### src/rtl/tick_pkg.sv
package tick_pkg;
  localparam int OFS_CTRL    = 0;
  localparam int OFS_RELOAD  = 4;
  localparam int OFS_CURRENT = 8;
  localparam int OFS_CALIB   = 12;

  localparam int BIT_RUN   = 0;
  localparam int BIT_IRQEN = 1;
  localparam int BIT_CLKSEL = 2;
  localparam int BIT_WRAP  = 16;

  typedef struct packed {
    logic wr_ctrl;
    logic wr_rel;
    logic wr_cur;
    logic rd_ctrl;
    logic rd_rel;
    logic rd_cur;
    logic rd_cal;
    logic denied;
  } acc_t;
endpackage

### src/rtl/tick_decode.sv
module tick_decode
  import tick_pkg::*;
#(
  parameter int ADDR_W = 8
) (
  input  logic              req_valid,
  input  logic              req_write,
  input  logic [ADDR_W-1:0] req_addr,
  input  logic              req_unpriv,
  output acc_t              acc
);
  logic ok, is_ctrl, is_rel, is_cur, is_cal;

  always_comb begin
    ok      = req_valid && !req_unpriv;
    is_ctrl = (req_addr == ADDR_W'(OFS_CTRL));
    is_rel  = (req_addr == ADDR_W'(OFS_RELOAD));
    is_cur  = (req_addr == ADDR_W'(OFS_CURRENT));
    is_cal  = (req_addr == ADDR_W'(OFS_CALIB));
    acc.wr_ctrl = ok && req_write && is_ctrl;
    acc.wr_rel  = ok && req_write && is_rel;
    acc.wr_cur  = ok && req_write && is_cur;
    acc.rd_ctrl = ok && !req_write && is_ctrl;
    acc.rd_rel  = ok && !req_write && is_rel;
    acc.rd_cur  = ok && !req_write && is_cur;
    acc.rd_cal  = ok && !req_write && is_cal;
    acc.denied  = req_valid && req_unpriv;
  end
endmodule

### src/rtl/tick_core.sv
module tick_core
  import tick_pkg::*;
#(
  parameter int CNT_W = 24
) (
  input  logic             clk,
  input  logic             rst,
  input  logic             ref_tick,
  input  logic             wr_ctrl,
  input  logic             wr_rel,
  input  logic             wr_cur,
  input  logic             rd_ctrl,
  input  logic [31:0]      wdata,
  output logic [31:0]      ctrl_word,
  output logic [CNT_W-1:0] reload_q,
  output logic [CNT_W-1:0] count_q,
  output logic             running,
  output logic             irq_q
);
  logic run_q, irqen_q, clksel_q, wrap_q;
  logic step, expire, reload_now;

  generate
    if (CNT_W < 32) begin : g_spare
      logic unused_spare;
      assign unused_spare = ^wdata[31:CNT_W];
    end
  endgenerate

  always_comb begin
    step   = run_q && (clksel_q || ref_tick);
    expire = step && (count_q == '0) && !wr_ctrl && !wr_cur;
    reload_now = wr_ctrl &&
                 ((wdata[BIT_RUN] && !run_q) ||
                  ((wdata[BIT_RUN] == run_q) && (wdata[BIT_CLKSEL] != clksel_q)));
  end

  always_ff @(posedge clk) begin
    if (rst) begin
      run_q    <= 1'b0;
      irqen_q  <= 1'b0;
      clksel_q <= 1'b0;
      wrap_q   <= 1'b0;
      reload_q <= '0;
      count_q  <= '0;
      irq_q    <= 1'b0;
    end else begin
      irq_q <= expire && irqen_q;
      if (wr_rel) reload_q <= wdata[CNT_W-1:0];

      if (wr_ctrl) begin
        run_q    <= wdata[BIT_RUN];
        irqen_q  <= wdata[BIT_IRQEN];
        clksel_q <= wdata[BIT_CLKSEL];
      end else if (expire && reload_q == '0) begin
        run_q <= 1'b0;
      end

      if (reload_now || wr_cur) begin
        count_q <= reload_q;
      end else if (!wr_ctrl && step) begin
        if (count_q == '0) count_q <= reload_q;
        else               count_q <= count_q - 1'b1;
      end

      if (expire)                wrap_q <= 1'b1;
      else if (rd_ctrl || wr_cur) wrap_q <= 1'b0;
    end
  end

  always_comb begin
    ctrl_word = '0;
    ctrl_word[BIT_RUN]    = run_q;
    ctrl_word[BIT_IRQEN]  = irqen_q;
    ctrl_word[BIT_CLKSEL] = clksel_q;
    ctrl_word[BIT_WRAP]   = wrap_q;
    running = run_q;
  end

  AST_IRQ_SINGLE: assert property (@(posedge clk) disable iff (rst) irq_q |=> !irq_q);
  AST_IRQ_WITH_WRAP: assert property (@(posedge clk) disable iff (rst) irq_q |-> wrap_q);
  AST_ZERO_RELOAD_HALT: assert property (@(posedge clk) disable iff (rst)
    (expire && reload_q == '0) |=> !run_q);
  AST_EXPIRE_RELOADS: assert property (@(posedge clk) disable iff (rst)
    (expire && reload_q != '0) |=> (count_q == $past(reload_q)) && wrap_q);
  AST_CUR_WRITE_RELOADS: assert property (@(posedge clk) disable iff (rst)
    wr_cur |=> (count_q == $past(reload_q)) && !wrap_q);
  AST_REF_GATED: assert property (@(posedge clk) disable iff (rst)
    (!clksel_q && !ref_tick && !wr_ctrl && !wr_cur) |=> $stable(count_q));
endmodule

### src/rtl/tick_rdmux.sv
module tick_rdmux
  import tick_pkg::*;
#(
  parameter int CNT_W     = 24,
  parameter int CAL_VALUE = 10000
) (
  input  logic             clk,
  input  logic             rst,
  input  logic             req_valid,
  input  acc_t             acc,
  input  logic [31:0]      ctrl_word,
  input  logic [CNT_W-1:0] reload_q,
  input  logic [CNT_W-1:0] count_q,
  input  logic             running,
  output logic             rsp_valid,
  output logic             rsp_err,
  output logic [31:0]      rsp_rdata
);
  logic [31:0] rdata_n;
  logic unused_wr;

  assign unused_wr = acc.wr_ctrl ^ acc.wr_rel ^ acc.wr_cur;

  always_comb begin
    rdata_n = '0;
    if (acc.rd_ctrl)     rdata_n = ctrl_word;
    else if (acc.rd_rel) rdata_n = 32'(reload_q);
    else if (acc.rd_cur) rdata_n = running ? 32'(count_q) : '0;
    else if (acc.rd_cal) rdata_n = 32'(CAL_VALUE);
  end

  always_ff @(posedge clk) begin
    if (rst) begin
      rsp_valid <= 1'b0;
      rsp_err   <= 1'b0;
      rsp_rdata <= '0;
    end else begin
      rsp_valid <= req_valid;
      rsp_err   <= acc.denied;
      rsp_rdata <= rdata_n;
    end
  end
endmodule

### src/rtl/tick_timer.sv
module tick_timer
  import tick_pkg::*;
#(
  parameter int ADDR_W    = 8,
  parameter int CNT_W     = 24,
  parameter int CAL_VALUE = 10000
) (
  input  logic              clk,
  input  logic              rst,
  input  logic              ref_tick,
  input  logic              req_valid,
  input  logic              req_write,
  input  logic [ADDR_W-1:0] req_addr,
  input  logic [31:0]       req_wdata,
  input  logic              req_unpriv,
  output logic              rsp_valid,
  output logic              rsp_err,
  output logic [31:0]       rsp_rdata,
  output logic              irq_pulse
);
  acc_t             acc;
  logic [31:0]      ctrl_word;
  logic [CNT_W-1:0] reload_q, count_q;
  logic             running;

  tick_decode #(.ADDR_W(ADDR_W)) u_decode (
    .req_valid (req_valid),
    .req_write (req_write),
    .req_addr  (req_addr),
    .req_unpriv(req_unpriv),
    .acc       (acc)
  );

  tick_core #(.CNT_W(CNT_W)) u_core (
    .clk      (clk),
    .rst      (rst),
    .ref_tick (ref_tick),
    .wr_ctrl  (acc.wr_ctrl),
    .wr_rel   (acc.wr_rel),
    .wr_cur   (acc.wr_cur),
    .rd_ctrl  (acc.rd_ctrl),
    .wdata    (req_wdata),
    .ctrl_word(ctrl_word),
    .reload_q (reload_q),
    .count_q  (count_q),
    .running  (running),
    .irq_q    (irq_pulse)
  );

  tick_rdmux #(.CNT_W(CNT_W), .CAL_VALUE(CAL_VALUE)) u_rdmux (
    .clk      (clk),
    .rst      (rst),
    .req_valid(req_valid),
    .acc      (acc),
    .ctrl_word(ctrl_word),
    .reload_q (reload_q),
    .count_q  (count_q),
    .running  (running),
    .rsp_valid(rsp_valid),
    .rsp_err  (rsp_err),
    .rsp_rdata(rsp_rdata)
  );

  AST_RSP_FOLLOWS_REQ: assert property (@(posedge clk) disable iff (rst)
    req_valid |=> rsp_valid);
  AST_NO_SPURIOUS_RSP: assert property (@(posedge clk) disable iff (rst)
    !req_valid |=> !rsp_valid);
  AST_DENIED_ERR: assert property (@(posedge clk) disable iff (rst)
    (req_valid && req_unpriv) |=> rsp_err && (rsp_rdata == '0));
  AST_DENIED_KEEPS_RELOAD: assert property (@(posedge clk) disable iff (rst)
    (req_valid && req_unpriv) |=> $stable(reload_q));
endmodule

### config.mk
export PLATFORM = sky130hd
export DESIGN_NAME = tick_timer
export DESIGN_NICKNAME = d
export VERILOG_FILES = /design/src/rtl/tick_pkg.sv /design/src/rtl/tick_decode.sv /design/src/rtl/tick_core.sv /design/src/rtl/tick_rdmux.sv /design/src/rtl/tick_timer.sv
export SDC_FILE = /design/constraint.sdc
export NUM_CORES = 1
export LEC_CHECK = 0
export BUFFER_PORTS_ARGS = -buffer_cell sky130_fd_sc_hd__buf_2
export CORE_MARGIN = 4
export CORE_UTILIZATION = 35
export DETAILED_ROUTE_END_ITERATION = 12
export PLACE_DENSITY_LB_ADDON = 0.1
export RECOVER_POWER = 100
export SKIP_LAST_GASP = 1
export SLEW_MARGIN = 15
export SYNTH_ARGS = -nofsm -noshare
export SYNTH_HDL_FRONTEND = slang
export SYNTH_SLANG_ARGS = --single-unit
### constraint.sdc
create_clock -name clk -period 2.8 [get_ports clk]
set_clock_uncertainty 0.2 [all_clocks]
set_input_delay 0.28 -clock clk [delete_from_list [all_inputs] [get_ports clk]]
set_output_delay 0.28 -clock clk [all_outputs]
set_load 0.01 [all_outputs]
==> metrics.csv <==
metric,value,unit
fin crit period,2.68,ns
FMAX,373,MHz
Max clock buf depth,2,
endpoints failing setup,0,
critical path peak fanout,6,
core area,0.0105,mm²
"Arr. time, crit path",2.76,ns
register share of total power,0.535,
Mapped Avg Cell Area,8.38,µm²
post-synth top area cell,dfxtp_1,
Critical Path RT,2.87,ns
"commonest non-fill, non-tap cell in the layout",dfxtp_1,
total routed wirelength,12500,µm
Synth top area share,0.412,
row count,37,
Residual DRC,0,
vias in the first global route,3769,
Critical Path Start Type,primary input,
Pleak,2.01,nW
cell area after synthesis,0.00384,mm²
RSZ-0062 raised after global routing,no,
Pint,1.59,mW
Final Net Count,608,
Mapped Cells,458,
Synth area leaders,"dfxtp_1 (41%), mux2i_1 (7.3%), nor2_1 (6.1%)",
aggregate global-route resource usage,0.200,
outcome,finished clean,
# Post-CTS Setup Buffers,0,
routed vias,3794,
DRT Pass-1 Iters,6,
Antenna Nets Post-Route,0,
Switching Fraction,0.244,
routed vias/inst,5.42,
Chip Width,113,µm
Clk pwr share,0.414,
Fillers,1070,
worst min path class,primary input to flip-flop,
Yosys reg bits,79,
Design Power,2.10,mW
DR WL/cell,17.9,µm
Initial Util,0.365,
Comb power frac,0.051,
IO buf count,64,
Slew Limit Fails,0,
CTS H-Tree Depth,3,
post-route clock period utilization,0.959,
WHS,0.0871,ns
Hold Path Stages,2,
TritonCTS Sinks,79,
DRT iter0 DRCs,210,
Slew HR,0.201,
initial antenna violation count,0,
setup TNS,0,ns
critical path class,primary input to flip-flop,
"Distinct cells, synth",53,
root buffer cell,clkbuf_8,
CTS tree,yes,
io pins,81,
largest net degree at the start of global routing,24,
DPL Wire Length,9060,µm
crit end category,flip-flop,
first-pass GRT wire length,20100,µm
antenna cells,0,
die area,0.0127,mm²
measured slew at the worst slew-check pin,1.20,ns
"commonest non-fill, non-tap cells in the layout","dfxtp_1 (79), nor2_1 (62), nand2_1 (38), buf_2 (35), clkbuf_1 (32)",
number of flops mapped to enable cells by yosys,0,
pwr/cell area,439,mW/mm²
Hold Fails Final Rpt,0,
Net Sw Power,0.513,mW
Max Cap Violations,0,
layout cells sized above 1,0.163,
TritonCTS Buffers,9,
Final Wtd Congestion,0.904,
die height,113,µm
clk_lat worst skew,0.37,ns
worst vdd ir,0.197,mV
YS warnings,0,
Syn-to-layout area delta,24.9,%
Clock transition at path regs,0.09,ns
grt ovf,0,
sequential share of the synthesized area,0.412,
ys flop type,dfxtp_1,
asr flop ratio synth,0,
R2R cell count,8,
-- final timing paths --
| path | start | to | slack, ns |
|---|---|---|---|
| worst min-delay path | req_write | u_rdmux.rsp_rdata[0]$_SDFF_PP0_ | 0.09 |
| worst min register to register | u_core.irqen_q$_SDFFE_PP0P_ | u_core.irqen_q$_SDFFE_PP0P_ | 0.29 |
| worst max register to register | u_core.count_q[1]$_SDFFE_PP0P_ | u_core.count_q[0]$_SDFFE_PP0P_ | 0.15 |
| worst max-delay path | req_wdata[0] | u_core.count_q[11]$_SDFFE_PP0P_ | 0.12 |
-- final cells by class --
class | instances | area [µm²] | share of cell area
multi-input combinational | 344 | 2050 | 0.427
sequential | 79 | 1580 | 0.330
timing repair buffer | 120 | 778 | 0.162
tap | 136 | 170 | 0.0355
clock buffer | 9 | 124 | 0.0258
clock inverter | 7 | 72.6 | 0.0151
inverter | 5 | 18.8 | 0.00392
-- per-stage QoR --
| step | setup slack, ns | area [µm²] | util | std cells |
|---|---|---|---|---|
| floorplan | 0.448 | 3860 | - | 465 |
| global placement | 0.288 | 4390 | 0.418 | 658 |
| detailed placement | 0.257 | 4390 | 0.418 | 658 |
| CTS | 0.140 | 4850 | 0.461 | 700 |
| global route | 0.00809 | 4790 | 0.456 | 700 |
| finish | 0.116 | 4790 | 0.456 | 700 |
-- synth_stat cells (3+ instances only) --
cell      number
a22oi_1       18
and4_1         3
nor3_1        19
a32oi_1        3
buf_4          9
buf_6          4
inv_1          5
nor2b_1        5
dfxtp_1       79
buf_2          5
nand2_1       38
or4_1          5
nand4_1        7
o211ai_1       9
nor4_1        16
mux2i_1       28
nand3_1       19
o21ai_0       19
a21oi_1       29
ha_1           3
nor4_2         3
nand2b_1       3
clkbuf_1      16
o21ai_1       10
nor2_1        62
and2_1         4
or2_2          3
-- critical path, cell delays in order --
cell and delay [ns]:
dlygate4sd3_1 0.53, buf_2 0.14, ha_1 0.29, a211o_1 0.31
and4_1 0.23, nor2_1 0.58, a21oi_1 0.15, o32ai_1 0.24
-- state kept, by name, indices dropped and copies added (netlist names) --
register	cells
u_rdmux.rsp_rdata	24
u_core.irq_q	1
u_rdmux.rsp_err	1
u_core.clksel_q	1
u_rdmux.rsp_valid	1
u_core.running	1
u_core.reload_q	24
u_core.count_q	24
u_core.irqen_q	1
u_core.wrap_q	1
-- logic make-up (layout without fill, tap and decap cells) --
group                    count (synthesis)  count (layout)  synth area share
flip-flops                              79              79             0.412
multiplexers                            28              28            0.0731
XOR/XNOR                                 1               1           0.00228
AO/OA/AOI/OAI                          103             103             0.168
AND/OR/NAND/NOR                        201             201             0.271
other                                    1               8          0.000978
buffers and inverters                   42             141            0.0623
adder cells (fa/ha/maj)                  3               3           0.00979
-- repair_timing --
action / in CTS / in global routing
gates resized for setup: 0 / 1
endpoints found under the setup margin: 0 / 15
hold buffers: 26 / 0
hold endpoints to repair: 28 / 0
-- layer usage --
layer	share of wire	GRT usage	vias to the layer above
met3	0.060	0.0422	15
li1	-	-	1844
met5	0	0	-
met4	0.013	0.0521	0
met1	0.48	0.279	1790
met2	0.45	0.314	145
-- power by group through the flow --
| stage | Combinational, mW | Clock, mW | Sequential (mW) |
|---|---|---|---|
| after detailed placement | 0.0804 | 0 | 1.15 |
| after global routing | 0.120 | 0.934 | 1.12 |
| final | 0.108 | 0.869 | 1.12 |
| after global placement | 0.0785 | 0 | 1.15 |
| after floorplan | 0.0454 | 0 | 1.15 |
| after CTS | 0.108 | 0.893 | 1.12 |
Note: power is estimated with default switching activity, not from simulation.
